File: config.mk
export PLATFORM = sky130hd
export DESIGN_NAME = amp_thresh_det
export DESIGN_NICKNAME = d
export VERILOG_FILES = /design/src/rtl/amp_det_pkg.sv /design/src/rtl/amp_sinc_decim.sv /design/src/rtl/amp_eval.sv /design/src/rtl/amp_thresh_det.sv
export SDC_FILE = /design/constraint.sdc
export NUM_CORES = 1
export LEC_CHECK = 0
export ABC_AREA = 1
export BUFFER_PORTS_ARGS = -buffer_cell sky130_fd_sc_hd__buf_2
export CORE_MARGIN = 2
export CORE_UTILIZATION = 50
export DETAILED_ROUTE_END_ITERATION = 12
export GPL_TIMING_DRIVEN = 0
export PLACE_DENSITY = 0.67
export SLEW_MARGIN = 5
export SYNTH_ARGS = -nofsm -noshare
export SYNTH_HDL_FRONTEND = slang
export SYNTH_HIERARCHICAL = 1
export SYNTH_SLANG_ARGS = --single-unit
File: constraint.sdc
create_clock -name clk -period 31.3 [get_ports clk]
set_clock_uncertainty 0.05 [all_clocks]
set_input_delay 1.565 -clock clk [delete_from_list [all_inputs] [get_ports clk]]
set_output_delay 1.565 -clock clk [all_outputs]
set_load 0.03 [all_outputs]
File: src/rtl/amp_det_pkg.sv
package amp_det_pkg;

    localparam int OSR_W = 5;
    localparam int AMP_W = 16;
    localparam int NSTG  = 3;
    // widest full scale is (2**OSR_W)**NSTG; keep two guard bits
    localparam int ACC_W = NSTG * OSR_W + 2;

    localparam int EV_HI = 0;
    localparam int EV_LO = 1;
    localparam int EV_ZC = 2;
    localparam int EV_N  = 3;

    typedef enum logic [1:0] {
        FILT_SINC1 = 2'd0,
        FILT_SINC2 = 2'd1,
        FILT_SINC3 = 2'd2,
        FILT_FAST  = 2'd3
    } filt_e;

    typedef struct packed {
        logic             valid;
        logic [ACC_W-1:0] value;
    } cic_out_t;

    function automatic logic [31:0] full_scale(filt_e f, logic [31:0] r);
        case (f)
            FILT_SINC1: return r;
            FILT_SINC2: return r * r;
            FILT_SINC3: return r * r * r;
            default:    return 32'd2 * r * r;
        endcase
    endfunction

    function automatic logic [1:0] settle_skip(filt_e f);
        case (f)
            FILT_SINC1: return 2'd0;
            FILT_SINC2: return 2'd1;
            default:    return 2'd2;
        endcase
    endfunction

endpackage

File: src/rtl/amp_sinc_decim.sv
module amp_sinc_decim
    import amp_det_pkg::*;
(
    input  logic             clk,
    input  logic             rst,
    input  logic             enable,
    input  filt_e            filt,
    input  logic [OSR_W-1:0] osr_m1,
    input  logic             smp_valid,
    input  logic             smp_bit,
    output cic_out_t         dec_out
);

    logic [ACC_W-1:0] integ_q [NSTG];
    logic [ACC_W-1:0] integ_d [NSTG];
    logic [ACC_W-1:0] dly_q   [NSTG];
    logic [ACC_W-1:0] diff    [NSTG];
    logic [ACC_W-1:0] fast_q;
    logic [ACC_W-1:0] comb_src;
    logic [ACC_W-1:0] result;
    logic [OSR_W-1:0] cnt_q;
    logic             block_end;

    // integrator chain, each stage accumulates the stage before it
    for (genvar k = 0; k < NSTG; k++) begin : g_integ
        if (k == 0) begin : g_first
            assign integ_d[k] = integ_q[k] + ACC_W'(smp_bit);
        end else begin : g_next
            assign integ_d[k] = integ_q[k] + integ_d[k-1];
        end
    end

    // comb source is the integrator whose order matches the response
    always_comb begin
        case (filt)
            FILT_SINC1: comb_src = integ_d[0];
            FILT_SINC3: comb_src = integ_d[2];
            default:    comb_src = integ_d[1];
        endcase
    end

    for (genvar k = 0; k < NSTG; k++) begin : g_comb
        if (k == 0) begin : g_first
            assign diff[k] = comb_src - dly_q[k];
        end else begin : g_next
            assign diff[k] = diff[k-1] - dly_q[k];
        end
    end

    always_comb begin
        case (filt)
            FILT_SINC1: result = diff[0];
            FILT_SINC2: result = diff[1];
            FILT_SINC3: result = diff[2];
            default:    result = diff[1] + fast_q;
        endcase
    end

    assign block_end = smp_valid && (cnt_q == osr_m1);

    always_ff @(posedge clk) begin
        if (rst || !enable) begin
            for (int k = 0; k < NSTG; k++) begin
                integ_q[k] <= '0;
                dly_q[k]   <= '0;
            end
            fast_q        <= '0;
            cnt_q         <= '0;
            dec_out.valid <= 1'b0;
            dec_out.value <= '0;
        end else begin
            dec_out.valid <= 1'b0;
            if (smp_valid) begin
                for (int k = 0; k < NSTG; k++) begin
                    integ_q[k] <= integ_d[k];
                end
                cnt_q <= block_end ? '0 : cnt_q + 1'b1;
            end
            if (block_end) begin
                dly_q[0] <= comb_src;
                for (int k = 1; k < NSTG; k++) begin
                    dly_q[k] <= diff[k-1];
                end
                fast_q        <= diff[1];
                dec_out.valid <= 1'b1;
                dec_out.value <= result;
            end
        end
    end

endmodule

File: src/rtl/amp_eval.sv
module amp_eval
    import amp_det_pkg::*;
(
    input  logic             clk,
    input  logic             rst,
    input  logic             enable,
    input  filt_e            filt,
    input  logic [OSR_W-1:0] osr_m1,
    input  cic_out_t         dec_in,
    input  logic [AMP_W-1:0] hi_thresh,
    input  logic [AMP_W-1:0] lo_thresh,
    input  logic             flag_clear,
    output logic [AMP_W-1:0] amp_q,
    output logic             neg_q,
    output logic             strobe_q,
    output logic [EV_N-1:0]  flags_q
);

    logic [31:0]             fs;
    logic [ACC_W-1:0]        mid;
    logic signed [ACC_W:0]   sdiff;
    logic [ACC_W:0]          mag;
    logic [AMP_W-1:0]        amp_n;
    logic                    neg_n;
    logic [1:0]              skip_q;
    logic [1:0]              need;
    logic                    have_prev_q;
    logic                    accept;
    logic                    compare;
    logic [EV_N-1:0]         evt;

    assign fs    = full_scale(filt, 32'(osr_m1) + 32'd1);
    assign mid   = ACC_W'(fs >> 1);
    assign sdiff = $signed({1'b0, dec_in.value}) - $signed({1'b0, mid});
    assign neg_n = sdiff[ACC_W];
    assign mag   = neg_n ? $unsigned(-sdiff) : $unsigned(sdiff);
    assign amp_n = (|mag[ACC_W:AMP_W]) ? '1 : mag[AMP_W-1:0];

    assign need    = settle_skip(filt);
    assign accept  = enable && dec_in.valid && (skip_q >= need);
    assign compare = accept && have_prev_q;

    always_comb begin
        evt        = '0;
        evt[EV_HI] = compare && (amp_q <= hi_thresh) && (amp_n > hi_thresh);
        evt[EV_LO] = compare && (amp_q >= lo_thresh) && (amp_n < lo_thresh);
        evt[EV_ZC] = compare && (neg_q != neg_n);
    end

    always_ff @(posedge clk) begin
        if (rst) begin
            amp_q       <= '0;
            neg_q       <= 1'b0;
            strobe_q    <= 1'b0;
            flags_q     <= '0;
            skip_q      <= '0;
            have_prev_q <= 1'b0;
        end else begin
            flags_q <= (flags_q & ~{EV_N{flag_clear}}) | evt;
            if (!enable) begin
                skip_q      <= '0;
                have_prev_q <= 1'b0;
                strobe_q    <= 1'b0;
            end else begin
                strobe_q <= accept;
                if (dec_in.valid && (skip_q < need)) begin
                    skip_q <= skip_q + 1'b1;
                end
                if (accept) begin
                    amp_q       <= amp_n;
                    neg_q       <= neg_n;
                    have_prev_q <= 1'b1;
                end
            end
        end
    end

endmodule

File: src/rtl/amp_thresh_det.sv
module amp_thresh_det
    import amp_det_pkg::*;
(
    input  logic             clk,
    input  logic             rst,
    input  logic             enable,
    input  logic [1:0]       filt_sel,
    input  logic [OSR_W-1:0] osr_m1,
    input  logic             smp_valid,
    input  logic             smp_bit,
    input  logic [AMP_W-1:0] hi_thresh,
    input  logic [AMP_W-1:0] lo_thresh,
    input  logic [EV_N-1:0]  irq_mask,
    input  logic             flag_clear,
    output logic [AMP_W-1:0] amplitude,
    output logic             amp_strobe,
    output logic             amp_negative,
    output logic             flag_hi,
    output logic             flag_lo,
    output logic             flag_zc,
    output logic             irq
);

    filt_e           filt;
    cic_out_t        dec;
    logic [EV_N-1:0] flags;

    assign filt = filt_e'(filt_sel);

    amp_sinc_decim u_decim (
        .clk       (clk),
        .rst       (rst),
        .enable    (enable),
        .filt      (filt),
        .osr_m1    (osr_m1),
        .smp_valid (smp_valid),
        .smp_bit   (smp_bit),
        .dec_out   (dec)
    );

    amp_eval u_eval (
        .clk        (clk),
        .rst        (rst),
        .enable     (enable),
        .filt       (filt),
        .osr_m1     (osr_m1),
        .dec_in     (dec),
        .hi_thresh  (hi_thresh),
        .lo_thresh  (lo_thresh),
        .flag_clear (flag_clear),
        .amp_q      (amplitude),
        .neg_q      (amp_negative),
        .strobe_q   (amp_strobe),
        .flags_q    (flags)
    );

    assign flag_hi = flags[EV_HI];
    assign flag_lo = flags[EV_LO];
    assign flag_zc = flags[EV_ZC];
    assign irq     = |(flags & irq_mask);

endmodule

==> key figures <==
Synthesis
  – Avg Inst Size Synth: 7.135 µm²
  – Yosys top cell by area: edfxtp_1
  – Post-Syn Area: 17240 µm²
  – Most frequent cell after synthesis: inv_1
  – Synth top cells by count: inv_1, nand2_1, nor2_1
  – Top-area cell type share of the netlist area: 17.77%
  – Register area share after synthesis: 25.20%
  – Netlist cell types: 56
  – Synthesis-stage register bit count: 166
  – Mapped Cells: 2416
  – Post-synth EDFFs: 102
  – Ys flop type: edfxtp_1
  – Async SR Flop Fraction: 0%
  – Synth Warn #: 6
  – Leading post-synthesis cells by cell area: edfxtp_1, ha_1, inv_1, nand2_1, dfxtp_1

Critical path
  – Reg2reg path depth: 45
  – Slowest cell on the critical path: xor2_1
  – Critical path fanouts, max: 10
  – Reg2Reg Capture Point: u_decim/dec_out[16]
  – CP max stage delay: 610 ps
  – Flop2flop setup slack: 22630 ps
  – Critical path type: in -> reg
  – WP data required: 31630 ps
  – Crit start category: input pin
  – Top Family by Delay on Critical Path: adder cells
  – CP dominant cell by count: nand2_1
  – CP Data Arrival Time: 13170 ps
  – Worst Setup End Kind: flop
  – RR Startpoint: u_decim/integ_q[0][0]
  – CP bufs+invs: 10

Timing
  – Hold_ws: 410.6 ps
  – Final worst path period need: 12830 ps
  – Slew @ Worst Pin: 865.6 ps
  – Fin. Hold Viols: 0
  – Crit share post-route: 41.00%
  – RSZ-0062 raised after global routing: no
  – Max Clk Rate: 77.92 MHz
  – Max_slew headroom: 41.88%
  – Setup TNS: 0 ps
  – Setup Viol. Count Final: 0
  – Final Max Slew Viols: 0

Cells and area
  – Fraction of layout cells with a size suffix above 1: 7.299%
  – Nets: 2823
  – Ant. Diodes: 0
  – Syn-to-layout area delta: 8.885%

CTS
  – CTS tree: built
  – Hold-fix buffers, CTS: 0
  – Clk pin slew, worst setup/hold paths: 80 ps
  – Longest Clk Path Bufs: 2
  – Root buffer cell: clkbuf_16
  – Number of setup buffers added after CTS: 0
  – Gates resized, CTS repair: 0
  – Clock Sinks: 166
  – CTS Buf Count: 17
  – H-tree depth: 4
  – Later-pin clock latency in the skew report: 450 ps

Drt
  – Drt drc: 0
  – Vias per std cell: 5.276
  – 1st-iter DRT viols: 994
  – DRT Pass-1 Iters: 6
  – WL final: 44660 µm
  – Final ANT Viol Nets: 0
  – Vias: 15664
  – Wire per inst: 15.04 µm

Placed design
  – Final GP Congestion: 0.9350
  – Hpwl dp: 36210 µm
  – I/O Buffers: 69

Flow run
  – Max Cap Viol: 0

Worst hold path
  – Min-delay src: u_eval/have_prev_q
  – Hold path depth: 2
  – Worst Hold Path EP: u_eval/have_prev_q
  – Worst hold-check path type: reg -> reg

Die
  – CORE AREA: 33700 µm²
  – Die width: 189.7 µm
  – I/O pins: 70
  – Initial core utilization: 51.15%
  – Die Span Y: 189.7 µm
  – Die ar.: 35980 µm²
  – Number of core rows: 67

Global route
  – Final global-route overflow total: 0
  – Vias in the first global route: 15015
  – Largest net degree at the start of global routing: 44
  – Initial antenna violation count: 0
  – Total GRT Usage: 25.12%
  – Global-route wire length before repair: 72600 µm

Power and ir drop
  – Pwr per Cell Area: 75.01 nW/µm²
  – VDD IR max: 0.00005603 V
  – Leak: 9.805 nW

Outcome
  – Status: finished, final reports clean
## flip-flops by register name, indices dropped and copies added (netlist names)
| name | cells |
|---|---|
| u_eval/flags_q | 3 |
| u_eval/amp_q | 16 |
| u_eval/skip_q | 2 |
| u_decim/cnt_q | 5 |
| u_eval/have_prev_q | 1 |
| u_decim/fast_q | 17 |
| u_decim/integ_q | 51 |
| u_decim/dly_q | 51 |
| u_eval/neg_q | 1 |
| u_decim/dec_out | 18 |
| u_eval/strobe_q | 1 |
## layer usage
layer | track usage [%] | wire, µm
met1 | 32.18 | 20170
met2 | 44.04 | 21570
met3 | 3.616 | 2038
met4 | 7.245 | 874
met5 | 0 | 0
## placed cells by master (no fill, tap or decap), drive strengths merged, types with 49 or more instances in the layout
| cell | count |
|---|---|
| xor2 | 66 |
| ha | 217 |
| clkbuf | 49 |
| nand3 | 85 |
| fa | 50 |
| buf | 78 |
| inv | 487 |
| o21ai | 129 |
| nor2 | 327 |
| edfxtp | 102 |
| dfxtp | 64 |
| nand2 | 463 |
| a21oi | 166 |
## power breakdown
part / switching, mW / internal [mW]
Sequential: 0.00343 / 0.239
Combinational: 0.616 / 0.342
Clock: 0.0996 / 0.108
Total: 0.719 / 0.689
## layout make-up
cell class / instances / area (µm²)
clock inverters: 14 / 113.9
fillers: 3356 / 14930
plain buffers: 38 / 157.7
flip-flops and latches: 166 / 4344
well taps: 448 / 560.5
clock buffers: 18 / 450.4
inverters: 484 / 1817
repair buffers: 71 / 392.9
multi-input cells: 1730 / 10930
## stage by stage
stage	power (mW)	cells	util [%]	worst slack, ps	area [µm²]
finish	1.408	2969	55.70	18470	18770
global route	1.558	2969	55.70	17380	18770
CTS	1.408	2969	55.70	18520	18770
detailed placement	1.192	2937	54.02	18090	18210
global placement	1.174	2935	53.86	18220	18150
floorplan	0.9786	2418	-	20200	17250
## worst max path at each step
stage | start | to | slack, ps | cells past startpoint
2_1_floorplan | osr_m1[0] | u_eval/flags_q[0] | 20200 | 59
3_3_place_gp | osr_m1[0] | u_eval/flags_q[0] | 18220 | 60
3_5_place_dp | osr_m1[0] | u_eval/flags_q[0] | 18090 | 60
4_1_cts | osr_m1[0] | u_eval/flags_q[0] | 18520 | 60
5_1_grt | osr_m1[0] | u_eval/flags_q[0] | 17380 | 60
6_report | osr_m1[0] | u_eval/flags_q[0] | 18470 | 60
## kinds of logic (layout without fill, tap and decap cells)
kind of cell / after synthesis / in the layout / synth area share (%)
buf+inv: 522 / 625 / 11.43
flops: 166 / 166 / 25.20
other cells: 1 / 3 / 0.02175
compound gates: 408 / 408 / 13.52
fa+ha+maj: 267 / 267 / 21.56
simple gates: 962 / 962 / 23.69
mux: 1 / 1 / 0.05807
xor+xnor: 89 / 89 / 4.522
## tightest hold or removal path, cell delays in order (launching register included)
cell	delay (ps)
dfxtp_1	300
inv_1	60
a21oi_1	60
No activity file was read; power rests on OpenSTA's default activity.
